$ cat src/rtl/lsclk_pkg.sv
package lsclk_pkg;
  localparam int unsigned DATA_W   = 32;
  localparam int unsigned ADDR_W   = 2;
  localparam int unsigned PRESC_W  = 5;
  localparam logic [15:0] CTRL_KEY = 16'h16AA;

  localparam logic [ADDR_W-1:0] ADDR_CTRL  = 2'd0;
  localparam logic [ADDR_W-1:0] ADDR_PRESC = 2'd1;
  localparam logic [ADDR_W-1:0] ADDR_GATE  = 2'd2;

  localparam int unsigned BIT_SEL    = 0;
  localparam int unsigned BIT_EXT_EN = 4;
  localparam int unsigned BIT_BYPASS = 15;

  typedef struct packed {
    logic bypass;
    logic ext_en;
    logic sel;
  } ctrl_t;
endpackage

$ cat src/rtl/lsclk_int_div.sv
module lsclk_int_div
  import lsclk_pkg::*;
#(
  parameter int unsigned PRE_DIV = 32
) (
  input  logic               clk_i,
  input  logic               rst_ni,
  input  logic               tick_i,
  input  logic [PRESC_W-1:0] presc_i,
  output logic               tc_o
);
  logic               pre_last;
  logic [PRESC_W-1:0] post_q;
  logic               post_wrap;

  generate
    if (PRE_DIV <= 1) begin : g_no_pre
      assign pre_last = 1'b1;
    end else begin : g_pre
      localparam int unsigned CW = $clog2(PRE_DIV);
      logic [CW-1:0] pre_q;
      assign pre_last = (pre_q == CW'(PRE_DIV - 1));
      always_ff @(posedge clk_i or negedge rst_ni) begin
        if (!rst_ni)     pre_q <= '0;
        else if (tick_i) pre_q <= pre_last ? '0 : pre_q + 1'b1;
      end
    end
  endgenerate

  // >= so that lowering P while counting still wraps
  assign post_wrap = (post_q >= presc_i);

  always_ff @(posedge clk_i or negedge rst_ni) begin
    if (!rst_ni)                 post_q <= '0;
    else if (tick_i && pre_last) post_q <= post_wrap ? '0 : post_q + 1'b1;
  end

  assign tc_o = tick_i & pre_last & post_wrap;
endmodule

$ cat src/rtl/lsclk_ext_mon.sv
module lsclk_ext_mon #(
  parameter int unsigned TIMEOUT = 1024
) (
  input  logic clk_i,
  input  logic rst_ni,
  input  logic ext_clk_i,
  input  logic arm_i,
  output logic rise_o,
  output logic fail_o
);
  localparam int unsigned CW = (TIMEOUT > 1) ? $clog2(TIMEOUT) : 1;

  logic          s1_q, s2_q, prev_q;
  logic [CW-1:0] cnt_q;
  logic          cnt_last;

  always_ff @(posedge clk_i or negedge rst_ni) begin
    if (!rst_ni) begin
      s1_q   <= 1'b0;
      s2_q   <= 1'b0;
      prev_q <= 1'b0;
    end else begin
      s1_q   <= ext_clk_i;
      s2_q   <= s1_q;
      prev_q <= s2_q;
    end
  end

  assign rise_o   = s2_q & ~prev_q;
  assign cnt_last = (cnt_q == CW'(TIMEOUT - 1));

  always_ff @(posedge clk_i or negedge rst_ni) begin
    if (!rst_ni)                    cnt_q <= '0;
    else if (!arm_i || rise_o)      cnt_q <= '0;
    else if (cnt_last)              cnt_q <= '0;
    else                            cnt_q <= cnt_q + 1'b1;
  end

  assign fail_o = arm_i & ~rise_o & cnt_last;
endmodule

$ cat src/rtl/lsclk_regs.sv
module lsclk_regs
  import lsclk_pkg::*;
(
  input  logic               clk_i,
  input  logic               rst_ni,
  input  logic               we_i,
  input  logic [ADDR_W-1:0]  addr_i,
  input  logic [DATA_W-1:0]  wdata_i,
  input  logic               fail_i,
  output ctrl_t              ctrl_o,
  output logic [PRESC_W-1:0] presc_o,
  output logic               gate_o,
  output logic [DATA_W-1:0]  rdata_o
);
  logic ctrl_wr, presc_wr, gate_wr;
  logic unused_wdata;

  assign ctrl_wr  = we_i && (addr_i == ADDR_CTRL) && (wdata_i[31:16] == CTRL_KEY);
  assign presc_wr = we_i && (addr_i == ADDR_PRESC);
  assign gate_wr  = we_i && (addr_i == ADDR_GATE);
  assign unused_wdata = ^{wdata_i[14:5], wdata_i[3:1]};

  always_ff @(posedge clk_i or negedge rst_ni) begin
    if (!rst_ni) begin
      ctrl_o <= '0;
    end else if (ctrl_wr) begin
      ctrl_o.sel    <= wdata_i[BIT_SEL];
      ctrl_o.ext_en <= wdata_i[BIT_EXT_EN];
      ctrl_o.bypass <= wdata_i[BIT_BYPASS];
    end else if (fail_i && !ctrl_o.bypass) begin
      ctrl_o.sel    <= 1'b0;
    end
  end

  always_ff @(posedge clk_i or negedge rst_ni) begin
    if (!rst_ni)       presc_o <= '0;
    else if (presc_wr) presc_o <= wdata_i[PRESC_W-1:0];
  end

  always_ff @(posedge clk_i or negedge rst_ni) begin
    if (!rst_ni)      gate_o <= 1'b0;
    else if (gate_wr) gate_o <= wdata_i[0];
  end

  always_comb begin
    rdata_o = '0;
    unique case (addr_i)
      ADDR_CTRL: begin
        rdata_o[BIT_SEL]    = ctrl_o.sel;
        rdata_o[BIT_EXT_EN] = ctrl_o.ext_en;
        rdata_o[BIT_BYPASS] = ctrl_o.bypass;
      end
      ADDR_PRESC: rdata_o[PRESC_W-1:0] = presc_o;
      ADDR_GATE:  rdata_o[0]           = gate_o;
      default:    rdata_o = '0;
    endcase
  end
endmodule

$ cat src/rtl/lsclk_sel.sv
module lsclk_sel
  import lsclk_pkg::*;
#(
  parameter int unsigned PRE_DIV = 32,
  parameter int unsigned TIMEOUT = 1024
) (
  input  logic              clk_i,
  input  logic              rst_ni,
  input  logic              int_osc_tick_i,
  input  logic              ext_clk_i,
  input  logic              reg_we_i,
  input  logic [ADDR_W-1:0] reg_addr_i,
  input  logic [DATA_W-1:0] reg_wdata_i,
  output logic [DATA_W-1:0] reg_rdata_o,
  output logic              tick_o,
  output logic              pin_tick_o
);
  ctrl_t              ctrl;
  logic [PRESC_W-1:0] presc;
  logic               gate_en;
  logic               int_tc, ext_rise, ext_fail;
  logic               act_sel_q, tick_q, pin_q;
  logic               tgt_tc, tick_d;

  lsclk_regs i_regs (
    .clk_i   (clk_i),
    .rst_ni  (rst_ni),
    .we_i    (reg_we_i),
    .addr_i  (reg_addr_i),
    .wdata_i (reg_wdata_i),
    .fail_i  (ext_fail),
    .ctrl_o  (ctrl),
    .presc_o (presc),
    .gate_o  (gate_en),
    .rdata_o (reg_rdata_o)
  );

  lsclk_int_div #(.PRE_DIV(PRE_DIV)) i_int_div (
    .clk_i   (clk_i),
    .rst_ni  (rst_ni),
    .tick_i  (int_osc_tick_i),
    .presc_i (presc),
    .tc_o    (int_tc)
  );

  lsclk_ext_mon #(.TIMEOUT(TIMEOUT)) i_ext_mon (
    .clk_i     (clk_i),
    .rst_ni    (rst_ni),
    .ext_clk_i (ext_clk_i),
    .arm_i     (ctrl.sel),
    .rise_o    (ext_rise),
    .fail_o    (ext_fail)
  );

  // changeover waits for the requested path's terminal count
  assign tgt_tc = ctrl.sel ? ext_rise : int_tc;
  assign tick_d = act_sel_q ? ext_rise : int_tc;

  always_ff @(posedge clk_i or negedge rst_ni) begin
    if (!rst_ni) begin
      act_sel_q <= 1'b0;
      tick_q    <= 1'b0;
      pin_q     <= 1'b0;
    end else begin
      if (ctrl.sel != act_sel_q && tgt_tc) act_sel_q <= ctrl.sel;
      tick_q <= tick_d;
      pin_q  <= tick_d & gate_en;
    end
  end

  assign tick_o     = tick_q;
  assign pin_tick_o = pin_q;
endmodule

$ cat config.mk
export PLATFORM = sky130hd
export DESIGN_NAME = lsclk_sel
export DESIGN_NICKNAME = d
export VERILOG_FILES = /design/src/rtl/lsclk_pkg.sv /design/src/rtl/lsclk_int_div.sv /design/src/rtl/lsclk_ext_mon.sv /design/src/rtl/lsclk_regs.sv /design/src/rtl/lsclk_sel.sv
export SDC_FILE = /design/constraint.sdc
export NUM_CORES = 1
export LEC_CHECK = 0
export BUFFER_PORTS_ARGS = -buffer_cell sky130_fd_sc_hd__buf_4
export CAP_MARGIN = 20
export CORE_MARGIN = 2
export CORE_UTILIZATION = 46
export CTS_BUF_LIST = sky130_fd_sc_hd__clkbuf_8
export DETAILED_ROUTE_END_ITERATION = 10
export PLACE_DENSITY = 0.79
export SLEW_MARGIN = 20
export SYNTH_ARGS = -nofsm -noshare
export SYNTH_HDL_FRONTEND = slang
export SYNTH_HIERARCHICAL = 1
export SYNTH_SLANG_ARGS = --single-unit
$ cat constraint.sdc
create_clock -name clk_i -period 1.9 [get_ports clk_i]
set_input_delay 0.19 -clock clk_i [delete_from_list [all_inputs] [get_ports clk_i]]
set_output_delay 0.19 -clock clk_i [all_outputs]
set_load 0.05 [all_outputs]
==> out/results.ini, run 1 <==
[run_status]
status=completed

[sta]
fin_skew_ns=0.002319
tns_ns=0
fin_crit_ns=1.810
final_max_slew_viol_count=0
hold_viol=0
fin_crit_sh_pct=95.26
finalSetupViolations=0
rsz0062_at_grt=no
fin_ws_ns=0.09003
fmax_ghz=0.5525

[cells_and_area]
num-fill-cells=408
nNetsFinal=294
final_util_pct=55.99
syn2layout_area_growth_pct=18.49
drive_above_1_share_pct=31.02
n_antenna_cell=0

[place]
hpwl_um=2493
port_buffers=36
place_congestion=0.7902
dp_worst_setup_slack_ns=0.02990

[synthesis]
synth_edf_count=0
synth.distinct_cells=48
syn_area_um2=2043
synth_warnings=6
yosysTopAreaCell=dfrtp_1
ys_seq_area_share_pct=42.87
ys_seq_elements=35
syn_inst=198
synth_area_leaders=dfrtp_1 (43%), buf_4 (9.6%), ha_1 (5.5%), mux2_2 (3.9%), nand2_1 (2.9%)
synthFlopType=dfrtp_1
async_flop_share_pct=100.0
synth_top_area_share_pct=42.87
syn_avg_cell_area_um2=10.32

[clock_tree]
cts_inserted_buffers=5
clock_sinks=35
root_buffer=clkbuf_8
clockBufferDepth=2
clk_latency_ns=0.28
htree_levels=2
cts_tree=built
clk_pin_slew_ns=0.06

[grt]
grt_remaining_overflow=0
use_met1_pct=15.63
grtUsageMet2_pct=24.21
grt_pass1_vias=1336
gr-max-usage-layer=met2
globalRouteMet3Util_pct=6.268
grt_antenna_before_repair=0
grt_start_max_net_pins=36
track_usage_pct=14.22
grt_pass1_wl_um=5602

[critical_path]
worstPathArrival_ns=1.98
slowest_stage=dfrtp_1
crit_required_ns=2.07
start_kind=flop
cp_cell_sequence=inv_2 > ha_4 > a21o_1 > a31oi_1 > o21ai_2 > and2b_2 > mux2_4 > and2_4
worst-path-max-fanout=3
crit_type=reg2reg
slowest_delay_ns=0.40
cp-end-kind=flop
critPathTopFamily=flip-flops
cp_num_buf_inv=1

[floorplan]
die_w_um=70.65
start_util_pct=47.25
dieHeight_um=70.65
dieArea_um2=4991
ios=73
std_cell_rows=24
core-area_um2=4324

[drt]
dr.pass1.iters=4
wl_per_cell_um=11.20
drc=0
ant_nets=0
routed-via-count=1432
dr.first_iter.drc_count=57
drt-total-wl_um=3325
via_per_inst=4.822

[job]
maxCapViolCount=0

[power]
leakagePower_nw=1.244
irDropWorstVdd_mv=0.5223
powerDensity_nw_per_um2=912.8

[worst_hold_path]
hold_class=in2reg

## routing by layer
metal  part of all wire (%)  wire [um]  up-vias
met3                    9.4        311        6
met5                      0          0        -
li1                       -          -      712
met2                     47       1569       54
met1                     42       1394      660
met4                    1.5         49        0
## cell families (layout without fill, tap and decap cells)
kind of cell	Yosys count	after routing	share of synthesized area [%]
AND/OR/NAND/NOR	70	70	21.07
buffers and inverters	39	61	12.31
flip-flops	35	35	42.87
AO/OA/AOI/OAI	23	23	7.042
multiplexers	14	14	8.022
adder cells (fa/ha/maj)	9	9	5.511
XOR/XNOR	7	7	3.001
other	1	26	0.1835
## layout by cell type (no fill, tap or decap), types with 3 or more instances in the layout
master | netlist | layout
a21o_1 | 3 | 3
a21oi_1 | 6 | 6
and2_1 | 3 | 3
buf_4 | 26 | 41
clkbuf_8 | 0 | 5
conb_1 | 1 | 26
dfrtp_1 | 35 | 35
ha_1 | 9 | 7
inv_1 | 12 | 11
mux2_2 | 7 | 7
mux2_4 | 3 | 3
mux2i_1 | 4 | 4
nand2_1 | 16 | 16
nand3_1 | 5 | 5
nor2_1 | 14 | 14
o21ai_0 | 7 | 7
xnor2_1 | 3 | 3
xor2_1 | 4 | 4
## cell usage after synthesis (3+ instances only)
cell / number
xnor2_1: 3
o21ai_0: 7
nor2_1: 14
nand2_1: 16
mux2i_1: 4
a21oi_1: 6
inv_1: 12
mux2_4: 3
a21o_1: 3
buf_4: 26
ha_1: 9
mux2_2: 7
dfrtp_1: 35
and2_1: 3
xor2_1: 4
nand3_1: 5
## final timing paths
kind	startpoint	end	slack, ns	depth (start not counted)
worst max-delay path	i_regs/presc_o[2]	pin_tick_o	0.09	8
worst min-delay path	reg_wdata_i[3]	i_regs/presc_o[3]	0.14	2
worst max register to register	i_regs/presc_o[2]	pin_tick_o	0.09	8
worst min register to register	i_ext_mon/s1_q	i_ext_mon/s2_q	0.35	0
max in group asynchronous	rst_ni	i_regs/presc_o[0]	1.20	2
min in group asynchronous	rst_ni	i_int_div/g_pre.pre_q[0]	0.40	2
## worst register-to-register path, stage by stage (launching register included)
cell,delay (ns)
dfrtp_1,0.40
inv_2,0.08
ha_4,0.20
a21o_1,0.15
a31oi_1,0.17
o21ai_2,0.08
and2b_2,0.20
mux2_4,0.28
and2_4,0.15
## sequential cells by signal, summed over array words and instances (netlist names)
| signal | cells |
|---|---|
| act_sel_q | 1 |
| i_ext_mon/cnt_q | 10 |
| i_ext_mon/prev_q | 1 |
| i_ext_mon/s1_q | 1 |
| i_ext_mon/s2_q | 1 |
| i_int_div/g_pre.pre_q | 5 |
| i_int_div/post_q | 5 |
| i_regs/ctrl_o | 3 |
| i_regs/gate_o | 1 |
| i_regs/presc_o | 5 |
| pin_tick_o | 1 |
| tick_o | 1 |
## what timing repair did
action                     4_1_cts  5_1_grt
pin swaps                        0        2
buffers inserted                 0        0
hold buffers                     1        1
hold endpoints to repair        35        1
gates resized for setup          1        4
setup endpoints to repair        1        2
## area by class of cell
class / instances / area, um^2 / area share [%]
Clock buffer: 5 / 68.82 / 2.842
Clock inverter: 1 / 3.754 / 0.1550
Inverter: 12 / 45.04 / 1.860
Multi-Input combinational cell: 149 / 1035 / 42.74
Sequential cell: 35 / 875.8 / 36.18
Tap cell: 52 / 65.06 / 2.687
Timing Repair Buffer: 43 / 327.8 / 13.54
## power breakdown
part           internal, mW  leakage, nW  switching (mW)
clock                 0.238       0.0413           0.229
combinational         0.329        0.776           0.401
sequential            0.885        0.428           0.128
## per-stage QoR
stage	instance area [um^2]	hold WS, ns	total power [mW]	instances
after floorplan	2137	-0.1056	1.550	223
after global placement	2303	0.1672	1.696	289
after detailed placement	2303	0.1657	1.723	289
after CTS	2399	0.006486	2.224	296
after global routing	2421	0.1276	2.393	297
final	2421	0.1399	2.210	297
Power figures use the tool's default switching activity.
==> run 2, diff against run 1 <==
- ABC_AREA: default -> 1
- CORE_UTILIZATION: 46 -> 47
==> out/results.ini, run 2 <==
[synthesis]
synth.distinct_cells=33  ; -31%
ys_seq_elements=35  ; unchanged
ys_seq_area_share_pct=39.89  ; -3.0 points
async_flop_share_pct=100.0  ; unchanged
synth_top_area_share_pct=39.89  ; -3.0 points
syn_avg_cell_area_um2=8.103  ; -21%
syn_area_um2=2196  ; +7.5%
synth_edf_count=0  ; unchanged
synth_warnings=6  ; unchanged
synth_most_common_cell=nand2_1
yosysTopAreaCell=dfrtp_1
synthFlopType=dfrtp_1
syn_inst=271  ; +37%
ys_top_cells_by_count=nand2_1 (56), inv_1 (42), dfrtp_1 (35)
synth_area_leaders=dfrtp_1 (40%), nand2_1 (9.6%), buf_4 (8.9%), inv_1 (7.2%), nor2_1 (5.8%)

[clock_tree]
htree_levels=2  ; unchanged
clockBufferDepth=2  ; unchanged
clock_sinks=35  ; unchanged
clk_pin_slew_ns=0.07  ; about the same
clk_latency_ns=0.29  ; about the same
post_cts_resized=0  ; -1
cts_tree=built
root_buffer=clkbuf_8
post-cts-setup-buffers=0  ; unchanged
cts_inserted_buffers=5  ; unchanged

[drt]
via_per_inst=4.639  ; -3.8%
wl_per_cell_um=9.951  ; -11%
dr.pass1.iters=4  ; unchanged
dr.first_iter.drc_count=51  ; -11%
ant_nets=0  ; unchanged
routed-via-count=1707  ; +19%
drc=0  ; unchanged
drt-total-wl_um=3662  ; +10%

[sta]
rsz0062_at_grt=no
fin_crit_sh_pct=82.08  ; -13 points
tns_ns=0  ; unchanged
whs_ns=0.1459  ; +0.006018 ns
finalSetupViolations=0  ; unchanged
fin_skew_ns=0.003978  ; +0.001659 ns
fin_crit_ns=1.559  ; -0.2505 ns
fmax_ghz=0.6412  ; +16%
final_max_slew_viol_count=0  ; unchanged
hold_viol=0  ; unchanged

[floorplan]
ios=73  ; unchanged
dieHeight_um=72.35  ; +2.4%
die_w_um=72.35  ; +2.4%
start_util_pct=49.74  ; +2.5 points
core-area_um2=4414  ; +2.1%
std_cell_rows=24  ; unchanged
dieArea_um2=5235  ; +4.9%

[place]
place_area_um2=2426  ; +5.3%
port_buffers=36  ; unchanged
hpwl_um=2873  ; +15%
place_congestion=0.7946  ; +0.56%

[cells_and_area]
final_util_pct=57.26  ; +1.3 points
n_antenna_cell=0  ; unchanged
regMostFlops=i_ext_mon/cnt_q
largest_reg_flops=10  ; unchanged
layout_commonest_cell=nand2_1
final_cell_mix=nand2_1 (56), inv_1 (44), buf_4 (37), dfrtp_1 (35), nor2_1 (34)
nNetsFinal=363  ; +23%
stdcell_area_um2=2527  ; +4.4%
drive_above_1_share_pct=23.73  ; -7.3 points
num-fill-cells=402  ; -1.5%
syn2layout_area_growth_pct=15.10
regArea_um2=875.8  ; unchanged
multiInputGateArea_um2=1050  ; +1.5%

[grt]
track_usage_pct=15.67  ; +1.5 points
grt_remaining_overflow=0  ; unchanged
grt_pass1_wl_um=6403  ; +14%
grt_start_max_net_pins=36  ; unchanged
grt_pass1_vias=1593  ; +19%
grt_antenna_before_repair=0  ; unchanged

[power]
powerDensity_nw_per_um2=832.8  ; -8.8%
total_power_mw=2.105  ; -4.8%
leakagePower_nw=1.358  ; +9.2%
irDropWorstVdd_mv=0.3927  ; -25%

[critical_path]
crit_required_ns=2.09  ; +0.02 ns
start_kind=flop
slowest_stage=dfrtp_1
worstPathArrival_ns=1.75  ; -0.23 ns
slowest_delay_ns=0.40  ; about the same
critPathTopFamily=simple AND/OR/NAND/NOR gates
worst-path-max-fanout=8  ; +5
cp-end-kind=flop
cp_num_buf_inv=2  ; +1
crit_type=reg2reg
cp_cell_sequence=ha_1 > and3_1 > ha_1 > nand2_8 > nor2_2 > inv_1 > nand2_1 > nand2_2 > inv_1

[run_status]
status=completed

[job]
maxCapViolCount=0  ; unchanged

[worst_hold_path]
hold_class=in2reg

[run 2: changes by cell type after synthesis, sizes merged, moves of 3 or more]
cell    change
mux2i       -4
nand2      +45
a21o        -3
mux2        -9
nand2b      -3
nand3       +6
and2        -5
nor2       +35
inv        +30
xor2        -3
[run 2: kinds of logic (layout without fill, tap and decap cells)]
| group | count (synthesis) | in the layout | share of synthesized area (%) |
|---|---|---|---|
| compound gates | 18 | 18 | 4.672 |
| xor+xnor | 3 | 3 | 1.197 |
| fa+ha+maj | 9 | 9 | 5.128 |
| buf+inv | 69 | 89 | 16.58 |
| flops | 35 | 35 | 39.89 |
| mux | 1 | 1 | 0.5128 |
| other cells | 1 | 26 | 0.1708 |
| simple gates | 135 | 135 | 31.85 |
[run 2: report_power, final]
part	switching [mW]	internal [mW]	leakage (nW)	total [mW]
Combinational	0.438	0.223	0.862	0.660
Clock	0.258	0.246	0.0505	0.504
Sequential	0.0775	0.862	0.446	0.940
[run 2: routing by layer]
layer  part of all wire (%)  GRT usage (%)
met4                    1.7          9.853
met3                    7.1          3.750
met1                     44          18.15
met5                      0              0
met2                     47          25.99
[run 2: worst paths after layout]
| kind | startpoint | endpoint | slack (ns) | cells after the start |
|---|---|---|---|---|
| hold / removal | reg_wdata_i[3] | i_regs/presc_o[3] | 0.15 | 3 |
| hold reg to reg | i_ext_mon/s1_q | i_ext_mon/s2_q | 0.35 | 0 |
| setup reg to reg | i_int_div/g_pre.pre_q[0] | tick_o | 0.34 | 9 |
| setup / recovery | i_int_div/g_pre.pre_q[0] | tick_o | 0.34 | 9 |
| max in group asynchronous | rst_ni | i_regs/ctrl_o[0] | 1.22 | 2 |
| min in group asynchronous | rst_ni | i_ext_mon/cnt_q[7] | 0.38 | 2 |
[run 2: cell type report]
class,count,area share (%)
Clock inverter,3,0.4951
Clock buffer,5,2.723
Sequential cell,35,34.65
Timing Repair Buffer,39,11.78
Inverter,42,6.238
Tap cell,52,2.574
Multi-Input combinational cell,192,41.53
[run 2: timing repair]
item | in CTS | in global routing
hold buffers | 2 | 0
setup endpoints to repair | 0 | 0
hold endpoints to repair | 36 | 0
[run 2: stage by stage]
| step | worst slack [ns] | cells |
|---|---|---|
| after floorplan | 0.4096 | 296 |
| after global placement | 0.3585 | 358 |
| after detailed placement | 0.3482 | 358 |
| after CTS | 0.3352 | 368 |
| after global routing | 0.2261 | 368 |
| final | 0.3405 | 368 |
[run 2: worst reg2reg max path, stage by stage (launching register included)]
cell	delay (ns)
dfrtp_1	0.40
ha_1	0.22
and3_1	0.18
ha_1	0.24
nand2_8	0.12
nor2_2	0.06
inv_1	0.07
nand2_1	0.06
nand2_2	0.06
inv_1	0.04
==> run 3, diff against run 2 <==
- ABC_AREA: 1 -> 0
- CORE_UTILIZATION: 47 -> 51
- PLACE_DENSITY: 0.79 -> 0.83
- clock period: 1.9 -> 1.5 ns (I/O delays scaled with it)
==> out/results.ini, run 3 (same netlist as run 1, synthesis figures left out) <==
[run_status]
status=finished with violations
violations=setup timing

[cells_and_area]
nNetsFinal=315  ; -13%
regMostFlops=i_ext_mon/cnt_q
drive_above_1_share_pct=42.70  ; +19 points
layout_commonest_cell=buf_4
n_antenna_cell=0  ; unchanged
final_cell_mix=buf_4 (58), dfrtp_1 (35), conb_1 (26), nand2_1 (16), nor2_1 (13)
syn2layout_area_growth_pct=33.13
final_util_pct=69.50  ; +12 points
largest_reg_flops=10  ; unchanged

[drt]
ant_nets=0  ; unchanged
via_per_inst=4.877  ; +5.1%
drt-total-wl_um=4100  ; +12%
drc=0  ; unchanged
routed-via-count=1546  ; -9.4%
dr.first_iter.drc_count=43  ; -16%
dr.pass1.iters=4  ; unchanged
wl_per_cell_um=12.93  ; +30%

[sta]
fin_crit_sh_pct=118.2  ; +36 points
fin_ws_ns=-0.2730  ; -0.6135 ns
whs_ns=0.09714  ; -0.04874 ns
hold_viol=0  ; unchanged
fin_skew_ns=0.004018  ; +0.00004002 ns
fin_crit_ns=1.773  ; +0.2135 ns
finalSetupViolations=8  ; +8
fmax_ghz=0.5640  ; -12%
rsz0062_at_grt=yes
final_max_slew_viol_count=0  ; unchanged

[power]
swShare_pct=34.76  ; -2.0 points
power_frac_seq_pct=38.4  ; -6.3 points
p_switching_mw=1.155  ; +49%
leakagePower_nw=1.367  ; +0.63%
powerDensity_nw_per_um2=1221  ; +47%
irDropWorstVdd_mv=0.8960  ; +130%
internal_power_mw=2.167  ; +63%
combPwrFrac_pct=41.4  ; +10 points
power.share.clock_pct=20.3  ; -3.7 points

[grt]
grt_pass1_vias=1563  ; -1.9%
grt_antenna_before_repair=0  ; unchanged
grt_start_max_net_pins=36  ; unchanged
grt_remaining_overflow=0  ; unchanged
grt_pass1_wl_um=6741  ; +5.3%
track_usage_pct=20.22  ; +4.5 points

[critical_path]
r2r-end=pin_tick_o
cp-startpoint=i_int_div/post_q[2]
reg2reg_from=i_int_div/post_q[2]
worstPathArrival_ns=1.95  ; +0.20 ns
crit_required_ns=1.68  ; -0.41 ns
r2r_cells=7  ; -2
start_kind=flop
rrSetupSlack_ns=-0.27  ; -0.61 ns
cp-end-kind=flop
crit_type=reg2reg
worst-path-max-fanout=2  ; -6

[clock_tree]
htree_levels=2  ; unchanged
clk_pin_slew_ns=0.07  ; about the same
clk_latency_ns=0.28  ; about the same
root_buffer=clkbuf_8
cts_inserted_buffers=5  ; unchanged
clock_sinks=35  ; unchanged
clockBufferDepth=2  ; unchanged
cts_tree=built

[floorplan]
die_w_um=67.30  ; -7.0%
dieArea_um2=4529  ; -13%
dieHeight_um=67.30  ; -7.0%
std_cell_rows=23  ; -4.2%
core-area_um2=3914  ; -11%
ios=73  ; unchanged
start_util_pct=52.21  ; +2.5 points

[job]
maxCapViolCount=0  ; unchanged

[place]
place_congestion=0.7420  ; -6.6%
hpwl_um=2930  ; +2.0%
port_buffers=36  ; unchanged

[worst_hold_path]
min_to=i_regs/ctrl_o[2]
whs_path_depth=2  ; -1
hold_class=in2reg
min_from=reg_wdata_i[15]

-- run 3: metrics by stage --
step / TNS, ns / power [mW] / cells / setup WS, ns / area, um^2
2_1_floorplan: -0.5334 / 1.993 / 223 / -0.3160 / 2162
3_3_place_gp: -0.7565 / 2.311 / 298 / -0.2956 / 2409
3_5_place_dp: -1.233 / 2.366 / 298 / -0.3466 / 2409
4_1_cts: -1.183 / 3.285 / 316 / -0.2875 / 2678
5_1_grt: -1.867 / 3.560 / 317 / -0.3389 / 2720
6_report: -1.112 / 3.321 / 317 / -0.2730 / 2720
-- run 3: repair_timing --
action | CTS | global route
pin swaps | 13 | 10
endpoints found under the hold margin | 36 | 0
gates cloned | 0 | 0
buffers inserted | 10 | 3
setup endpoints to repair | 10 | 11
hold buffers | 2 | 0
gates resized for setup | 19 | 10
-- run 3: critical path: stages, from the launching register on --
cell and delay [ns]:
dfrtp_1 0.41, ha_4 0.25, a21o_1 0.17, a31oi_4 0.15
o21ai_2 0.07, and2b_2 0.21, mux2_4 0.27, and2_4 0.13
-- run 3: power by group through the flow --
stage          Combinational, mW  Clock (mW)  Sequential [mW]
2_1_floorplan              0.716           0             1.28
3_3_place_gp                1.05           0             1.26
3_5_place_dp                1.09           0             1.27
4_1_cts                     1.32       0.697             1.26
5_1_grt                     1.52       0.744             1.30
6_report                    1.37       0.673             1.27
-- run 3: metal layers --
layer	track usage (%)	routed length [um]	vias up	share of wire, %
met5	0	0	-	0
met4	6.888	55	0	1.3
met3	5.667	320	5	7.8
met2	37.62	2127	51	52
met1	21.86	1597	735	39
li1	-	-	755	-
-- run 3: how the worst max path moves through the flow --
stage | endpoint | slack [ns] | cells past startpoint
after CTS | pin_tick_o | -0.29 | 7
after detailed placement | pin_tick_o | -0.35 | 8
final | pin_tick_o | -0.27 | 7
after global routing | pin_tick_o | -0.34 | 8
after floorplan | pin_tick_o | -0.32 | 7
after global placement | pin_tick_o | -0.30 | 8
-- run 3: final cells by class --
type	instances	area, um^2
Inverter	12	45.04
Timing Repair Buffer	64	500.5
Tap cell	50	62.56
Multi-Input combinational cell	149	1149
Clock buffer	6	82.58
Fill cell	324	1194
Clock inverter	1	5.005
Sequential cell	35	875.8
